[src/rtl/stat_pkg.sv]
package stat_pkg;
  localparam int SB_W       = 8;
  localparam int SB_ESB     = 5;
  localparam int SB_MAV     = 4;
  localparam int SB_RQS     = 6;
  localparam int EV_QUERY   = 2;

  typedef enum logic [2:0] {
    OP_EVT_READ  = 3'd0,
    OP_EMASK_WR  = 3'd1,
    OP_EMASK_RD  = 3'd2,
    OP_SMASK_WR  = 3'd3,
    OP_SMASK_RD  = 3'd4,
    OP_POLL      = 3'd5,
    OP_CLEAR     = 3'd6,
    OP_QUEUE_RD  = 3'd7
  } op_e;
endpackage

[src/rtl/sr_event_reg.sv]
module sr_event_reg #(
  parameter int W = 8
) (
  input  logic         clk,
  input  logic         rst,
  input  logic [W-1:0] set_in,
  input  logic         clr,
  input  logic         en_wr,
  input  logic [W-1:0] en_wdata,
  output logic [W-1:0] evt_q,
  output logic [W-1:0] en_q,
  output logic         summary
);
  always_ff @(posedge clk) begin
    if (rst) begin
      evt_q <= '0;
      en_q  <= '0;
    end else begin
      evt_q <= (clr ? '0 : evt_q) | set_in;
      if (en_wr) en_q <= en_wdata;
    end
  end

  assign summary = |(evt_q & en_q);

  AST_EVT_STICKY: assert property (@(posedge clk) disable iff (rst)
    !clr |=> ((evt_q & $past(evt_q)) == $past(evt_q)));
  AST_CLR_KEEPS_PULSE: assert property (@(posedge clk) disable iff (rst)
    clr |=> ((evt_q & $past(set_in)) == $past(set_in)));
endmodule

[src/rtl/sr_byte_fifo.sv]
module sr_byte_fifo #(
  parameter int DW    = 8,
  parameter int DEPTH = 16
) (
  input  logic          clk,
  input  logic          rst,
  input  logic          flush,
  input  logic          push,
  input  logic [DW-1:0] push_data,
  input  logic          pop,
  output logic [DW-1:0] pop_data,
  output logic          empty,
  output logic          full,
  output logic          ov_err,
  output logic          ud_err
);
  localparam int AW = (DEPTH > 1) ? $clog2(DEPTH) : 1;
  localparam int CW = $clog2(DEPTH + 1);

  logic [DW-1:0] mem [DEPTH];
  logic [AW-1:0] wptr, rptr;
  logic [CW-1:0] count;
  logic          push_ok, pop_ok;

  function automatic logic [AW-1:0] nxt(input logic [AW-1:0] p);
    return (p == AW'(DEPTH - 1)) ? '0 : p + 1'b1;
  endfunction

  assign empty    = (count == '0);
  assign full     = (count == CW'(DEPTH));
  assign pop_ok   = pop & ~empty & ~flush;
  assign push_ok  = push & ~flush & (~full | pop_ok);
  assign ov_err   = push & ~flush & ~push_ok;
  assign ud_err   = pop & empty;
  assign pop_data = empty ? '0 : mem[rptr];

  always_ff @(posedge clk) begin
    if (push_ok) mem[wptr] <= push_data;
  end

  always_ff @(posedge clk) begin
    if (rst || flush) begin
      wptr  <= '0;
      rptr  <= '0;
      count <= '0;
    end else begin
      if (push_ok) wptr <= nxt(wptr);
      if (pop_ok)  rptr <= nxt(rptr);
      if (push_ok && !pop_ok)      count <= count + 1'b1;
      else if (!push_ok && pop_ok) count <= count - 1'b1;
    end
  end

  AST_NO_OVERFLOW: assert property (@(posedge clk) disable iff (rst)
    count <= CW'(DEPTH));
  AST_FULL_PUSH_DROPPED: assert property (@(posedge clk) disable iff (rst)
    (full && push && !pop && !flush) |=> (full && $stable(wptr)));
endmodule

[src/rtl/sr_service_req.sv]
module sr_service_req #(
  parameter int W       = 8,
  parameter int RQS_POS = 6
) (
  input  logic         clk,
  input  logic         rst,
  input  logic [W-1:0] sb_in,
  input  logic         en_wr,
  input  logic [W-1:0] en_wdata,
  input  logic         poll,
  input  logic         clr,
  output logic [W-1:0] en_q,
  output logic         rqs_q
);
  localparam logic [W-1:0] RQS_MASK = ~({{(W-1){1'b0}}, 1'b1} << RQS_POS);

  logic cond, cond_q, rise;

  assign cond = |(sb_in & en_q & RQS_MASK);
  assign rise = cond & ~cond_q;

  always_ff @(posedge clk) begin
    if (rst) begin
      en_q   <= '0;
      cond_q <= 1'b0;
      rqs_q  <= 1'b0;
    end else begin
      if (en_wr) en_q <= en_wdata;
      cond_q <= cond;
      if (rise)             rqs_q <= 1'b1;
      else if (poll || clr) rqs_q <= 1'b0;
    end
  end

  AST_RQS_ON_RISE: assert property (@(posedge clk) disable iff (rst)
    rise |=> rqs_q);
  AST_POLL_CLEARS_RQS: assert property (@(posedge clk) disable iff (rst)
    (poll && !rise) |=> !rqs_q);
endmodule

[src/rtl/status_report_unit.sv]
module status_report_unit
  import stat_pkg::*;
#(
  parameter int EVT_W  = 8,
  parameter int DW     = 8,
  parameter int QDEPTH = 16
) (
  input  logic             clk,
  input  logic             rst,
  input  logic [EVT_W-1:0] evt_pulse,
  input  logic             msg_push,
  input  logic [DW-1:0]    msg_data,
  input  logic             op_valid,
  input  logic [2:0]       op_code,
  input  logic [SB_W-1:0]  op_wdata,
  output logic [SB_W-1:0]  rd_data,
  output logic             rd_valid,
  output logic [SB_W-1:0]  status_byte,
  output logic             srq
);
  op_e             op;
  logic            do_evt_rd, do_clear, do_poll, do_pop;
  logic [EVT_W-1:0] evt_q, emask_q, evt_set;
  logic [SB_W-1:0]  smask_q, sb_sum;
  logic [DW-1:0]    q_out;
  logic             esb, q_empty, q_full, q_ov, q_ud, rqs_q;

  assign op        = op_e'(op_code);
  assign do_evt_rd = op_valid && (op == OP_EVT_READ);
  assign do_clear  = op_valid && (op == OP_CLEAR);
  assign do_poll   = op_valid && (op == OP_POLL);
  assign do_pop    = op_valid && (op == OP_QUEUE_RD);

  always_comb begin
    evt_set = evt_pulse;
    evt_set[EV_QUERY] = evt_pulse[EV_QUERY] | q_ov | q_ud;
  end

  sr_event_reg #(.W(EVT_W)) u_evt (
    .clk(clk), .rst(rst), .set_in(evt_set), .clr(do_evt_rd | do_clear),
    .en_wr(op_valid && (op == OP_EMASK_WR)), .en_wdata(op_wdata[EVT_W-1:0]),
    .evt_q(evt_q), .en_q(emask_q), .summary(esb)
  );

  sr_byte_fifo #(.DW(DW), .DEPTH(QDEPTH)) u_queue (
    .clk(clk), .rst(rst), .flush(do_clear), .push(msg_push),
    .push_data(msg_data), .pop(do_pop), .pop_data(q_out),
    .empty(q_empty), .full(q_full), .ov_err(q_ov), .ud_err(q_ud)
  );

  always_comb begin
    sb_sum         = '0;
    sb_sum[SB_ESB] = esb;
    sb_sum[SB_MAV] = ~q_empty;
  end

  sr_service_req #(.W(SB_W), .RQS_POS(SB_RQS)) u_srq (
    .clk(clk), .rst(rst), .sb_in(sb_sum),
    .en_wr(op_valid && (op == OP_SMASK_WR)), .en_wdata(op_wdata),
    .poll(do_poll), .clr(do_clear), .en_q(smask_q), .rqs_q(rqs_q)
  );

  always_comb begin
    status_byte         = sb_sum;
    status_byte[SB_RQS] = rqs_q;
  end
  assign srq = rqs_q;

  always_ff @(posedge clk) begin
    if (rst) begin
      rd_data  <= '0;
      rd_valid <= 1'b0;
    end else begin
      rd_valid <= 1'b0;
      if (op_valid) begin
        case (op)
          OP_EVT_READ: begin rd_data <= SB_W'(evt_q);   rd_valid <= 1'b1; end
          OP_EMASK_RD: begin rd_data <= SB_W'(emask_q); rd_valid <= 1'b1; end
          OP_SMASK_RD: begin rd_data <= smask_q;        rd_valid <= 1'b1; end
          OP_POLL:     begin rd_data <= status_byte;    rd_valid <= 1'b1; end
          OP_QUEUE_RD: begin rd_data <= SB_W'(q_out);   rd_valid <= 1'b1; end
          default: ;
        endcase
      end
    end
  end

  AST_MAV_TRACKS_QUEUE: assert property (@(posedge clk) disable iff (rst)
    (q_full && !do_pop && !do_clear) |=> status_byte[SB_MAV]);
endmodule

[config.mk]
export PLATFORM = sky130hd
export DESIGN_NAME = status_report_unit
export DESIGN_NICKNAME = d
export VERILOG_FILES = /design/src/rtl/stat_pkg.sv /design/src/rtl/sr_event_reg.sv /design/src/rtl/sr_byte_fifo.sv /design/src/rtl/sr_service_req.sv /design/src/rtl/status_report_unit.sv
export SDC_FILE = /design/constraint.sdc
export NUM_CORES = 1
export LEC_CHECK = 0
export CAP_MARGIN = 20
export CORE_MARGIN = 1.5
export CORE_UTILIZATION = 40
export CTS_CLUSTER_SIZE = 28
export DETAILED_ROUTE_END_ITERATION = 7
export GPL_TIMING_DRIVEN = 0
export PLACE_DENSITY = 0.64
export RECOVER_POWER = 50
export SYNTH_ARGS = -nofsm -noshare
export SYNTH_HDL_FRONTEND = slang
export SYNTH_HIERARCHICAL = 1
export SYNTH_SLANG_ARGS = --single-unit
[constraint.sdc]
create_clock -name clk -period 10.19 [get_ports clk]
set_input_delay 2.038 -clock clk [delete_from_list [all_inputs] [get_ports clk]]
set_output_delay 2.038 -clock clk [all_outputs]
set_load 0.005 [all_outputs]
==> impl_results.md <==
* Arrival time worst endpoint at ~5900 ps
* Worst setup SP type: input pin
* Port-buffer cells at 41
* I/O Pins at between 40 and 50
* Psw at around 0.00044 W
* Row count at 50
* Crit path depth at 12
* Number of hold violations in the final report at 0
* Setup tns final at 0 ps
* CP startpoint: op_code[2]
* Drt total wl at 17.0 mm
* Comb pwr share at a little over an eighth
* Post-detail-place hpwl at 11.7 mm
* # resized after CTS at 0
* Initial core utilization at approximately two fifths
* Die span in x at 143 µm
* Crit path to: u_queue/count[4]$_SDFFE_PP0P_
* Fraction of layout cells with a size suffix above 1 at around 17%
* Top delay family on crit path: buffers and inverters
* R2r startpoint: u_queue/count[0]$_SDFFE_PP0P_
* Worst Skew at 10.2 ps
* # Post-CTS Setup Buffers at 0
* Req. time, crit path at approximately 11000 ps
* Critical Path Sink Type: register
* Gate Count Post-Synth at approximately 540
* Die area at 20400 µm²
* YS warnings at 6
* Setup ws final at 4640 ps
* Maxcap violations at 0
* Number of diodes at 0
* Worst min path class: reg -> reg
* Vias in the first global route at about 4700
* Routability Congestion at ~0.87
* Router iterations before antenna repair at 5
* Worst reg2reg setup slack at 7270 ps
* Largest net degree at the start of global routing at 18
* Most frequent cells in the layout: edfxtp_1, dfxtp_1, nor2_1
* Num CTS Buffers at 17
* Slew HR at 49.2%
* Fmax at roughly 180 MHz
* Max clock buf depth at 2
* Initial antenna violation count at 0
* Clk pin slew, worst setup/hold paths at around 70 ps
* Avg WL per Cell at between 15 and 20 µm
* Clock Sink Count at 180
* Pwr dens at 190 nW/µm²
* Fin. max-slew vios at 0
* First-pass GRT wire length at around 27 mm
* Setup Viol. Count Final at 0
* Final core utilization at between 40 and 50%
* Worst hold stages at 2
* Htree depth at 4
* Routed Antenna Nets at 0
* Die Y-Extent at ~140 µm
* Fin crit period at ~5600 ps
* Clock latency on the worst-skew pair at around 430 ps
* Crit Path Max Fanout at 10
* Crit-path max cell delay at around 760 ps
* DRT iter0 DRCs at just under 400
* NumNets Final at 648
* Routed vias at around 4800
* Count of non-filler cells in the finished layout at roughly 880
* Most common cell after layout, fill and taps aside: edfxtp_1
* Via-per-instance ratio at approximately 5.5
* Peak supply drop at 0.0000962 V
* R2R depth at 11
* Sw Share at around 25%
* Avg Cell Area, Syn at 14.6 µm²
* Hold_buf cts at 0
* Fin crit share at 54.5%
* RSZ-0062 raised after global routing: no
* DRC at 0
* Clk network pwr share at a little under 40%
* GRT Residual Overflow at 0
* WS Path Type: in -> reg
* Crit-path cells: dlygate4sd3_1 > clkbuf_1 > nor3b_1 > nand2b_1 > a31oi_2 > buf_2 > ha_1 > fa_1 > nand3b_1 > a211o_1 > a211oi_1 > a31o_2
* Slowest stage cell, crit path: dlygate4sd3_1
* Core area at between 15000 and 20000 µm²
* CTS tree: done
* Inst Count DP at about 850
* Leakage at approximately 3.1 nW
* Layout Area Growth over Synthesis at 17.7%
* CTS Root Cell: clkbuf_16
* Layout fillers at 1610
* Cell Area, Synth at slightly below 8000 µm²
* Critical path buffers and inverters at 3
* Run status: complete, no violations
* Power Internal at 0.00130 W
* Transition time of the tightest slew-check pin at between 700 and 800 ps
* Worst R2R End: u_queue/count[4]$_SDFFE_PP0P_
* Sequential Power Share at roughly 48%
* Total global-route track usage at 17.7%
* Post-place setup slack at about 4300 ps
## how the worst min path moves through the flow
stage,to,slack (ps),start
finish,u_srq/rqs_q$_SDFFE_PP0P_,460,u_srq/cond_q$_SDFF_PP0_
CTS,u_srq/rqs_q$_SDFFE_PP0P_,460,u_srq/cond_q$_SDFF_PP0_
floorplan,u_srq/rqs_q$_SDFFE_PP0P_,430,u_srq/cond_q$_SDFF_PP0_
global placement,u_srq/rqs_q$_SDFFE_PP0P_,440,u_srq/cond_q$_SDFF_PP0_
global route,u_srq/rqs_q$_SDFFE_PP0P_,490,u_srq/cond_q$_SDFF_PP0_
detailed placement,u_srq/rqs_q$_SDFFE_PP0P_,450,u_srq/cond_q$_SDFF_PP0_
## layout make-up
type                            count  area, µm²  area share, %
Buffer                             43        254           2.77
Timing Repair Buffer               42        415           4.52
Clock inverter                     14        194           2.11
Sequential cell                   180       4880           53.2
Tap cell                          260        325           3.54
Clock buffer                       18        429           4.67
Multi-Input combinational cell    303       2610           28.4
Inverter                           19       71.3          0.777
## power groups by stage
stage,Sequential (W),Clock (W),Combinational (W)
after floorplan,0.000837,0,0.000152
after global placement,0.000841,0,0.000226
after detailed placement,0.000844,0,0.000232
after CTS,0.000828,0.000694,0.000233
after global routing,0.000831,0.000722,0.000255
final,0.000828,0.000683,0.000231
## stage by stage
| stage | hold slack (ps) | instance area (µm²) | power [W] |
|---|---|---|---|
| global route | 485 | 9180 | 0.00181 |
| finish | 457 | 9180 | 0.00174 |
| detailed placement | 447 | 8570 | 0.00108 |
| floorplan | 430 | 7840 | 0.000989 |
| global placement | 436 | 8570 | 0.00107 |
| CTS | 463 | 9190 | 0.00176 |
## per-layer routing
layer | routed length (µm) | global-route usage [%] | up-vias
met5 | 0 | 0 | -
met4 | 558 | 8.46 | 0
met1 | 7560 | 24.1 | 2360
met3 | 1200 | 3.66 | 40
li1 | - | - | 2199
met2 | 7650 | 27.3 | 194
## worst min-delay path, delay by kind of cell, from the launching register on
kind / cells / cell delay, ps
AOI/OAI and AO/OA: 1 / 90
DFF: 1 / 300
buffers and inverters: 1 / 40
## sequential cells by signal, indices dropped and copies added, names as in the netlist, named ones only
| name | count |
|---|---|
| u_queue/mem | 128 |
| rd_data | 8 |
| u_evt/en_q | 8 |
| u_evt/evt_q | 8 |
| u_srq/en_q | 8 |
| u_queue/count | 5 |
| u_queue/rptr | 4 |
| u_queue/wptr | 4 |
| rd_valid | 1 |
| u_srq/cond_q | 1 |
| u_srq/rqs_q | 1 |
(Power assumes the default switching activity.)
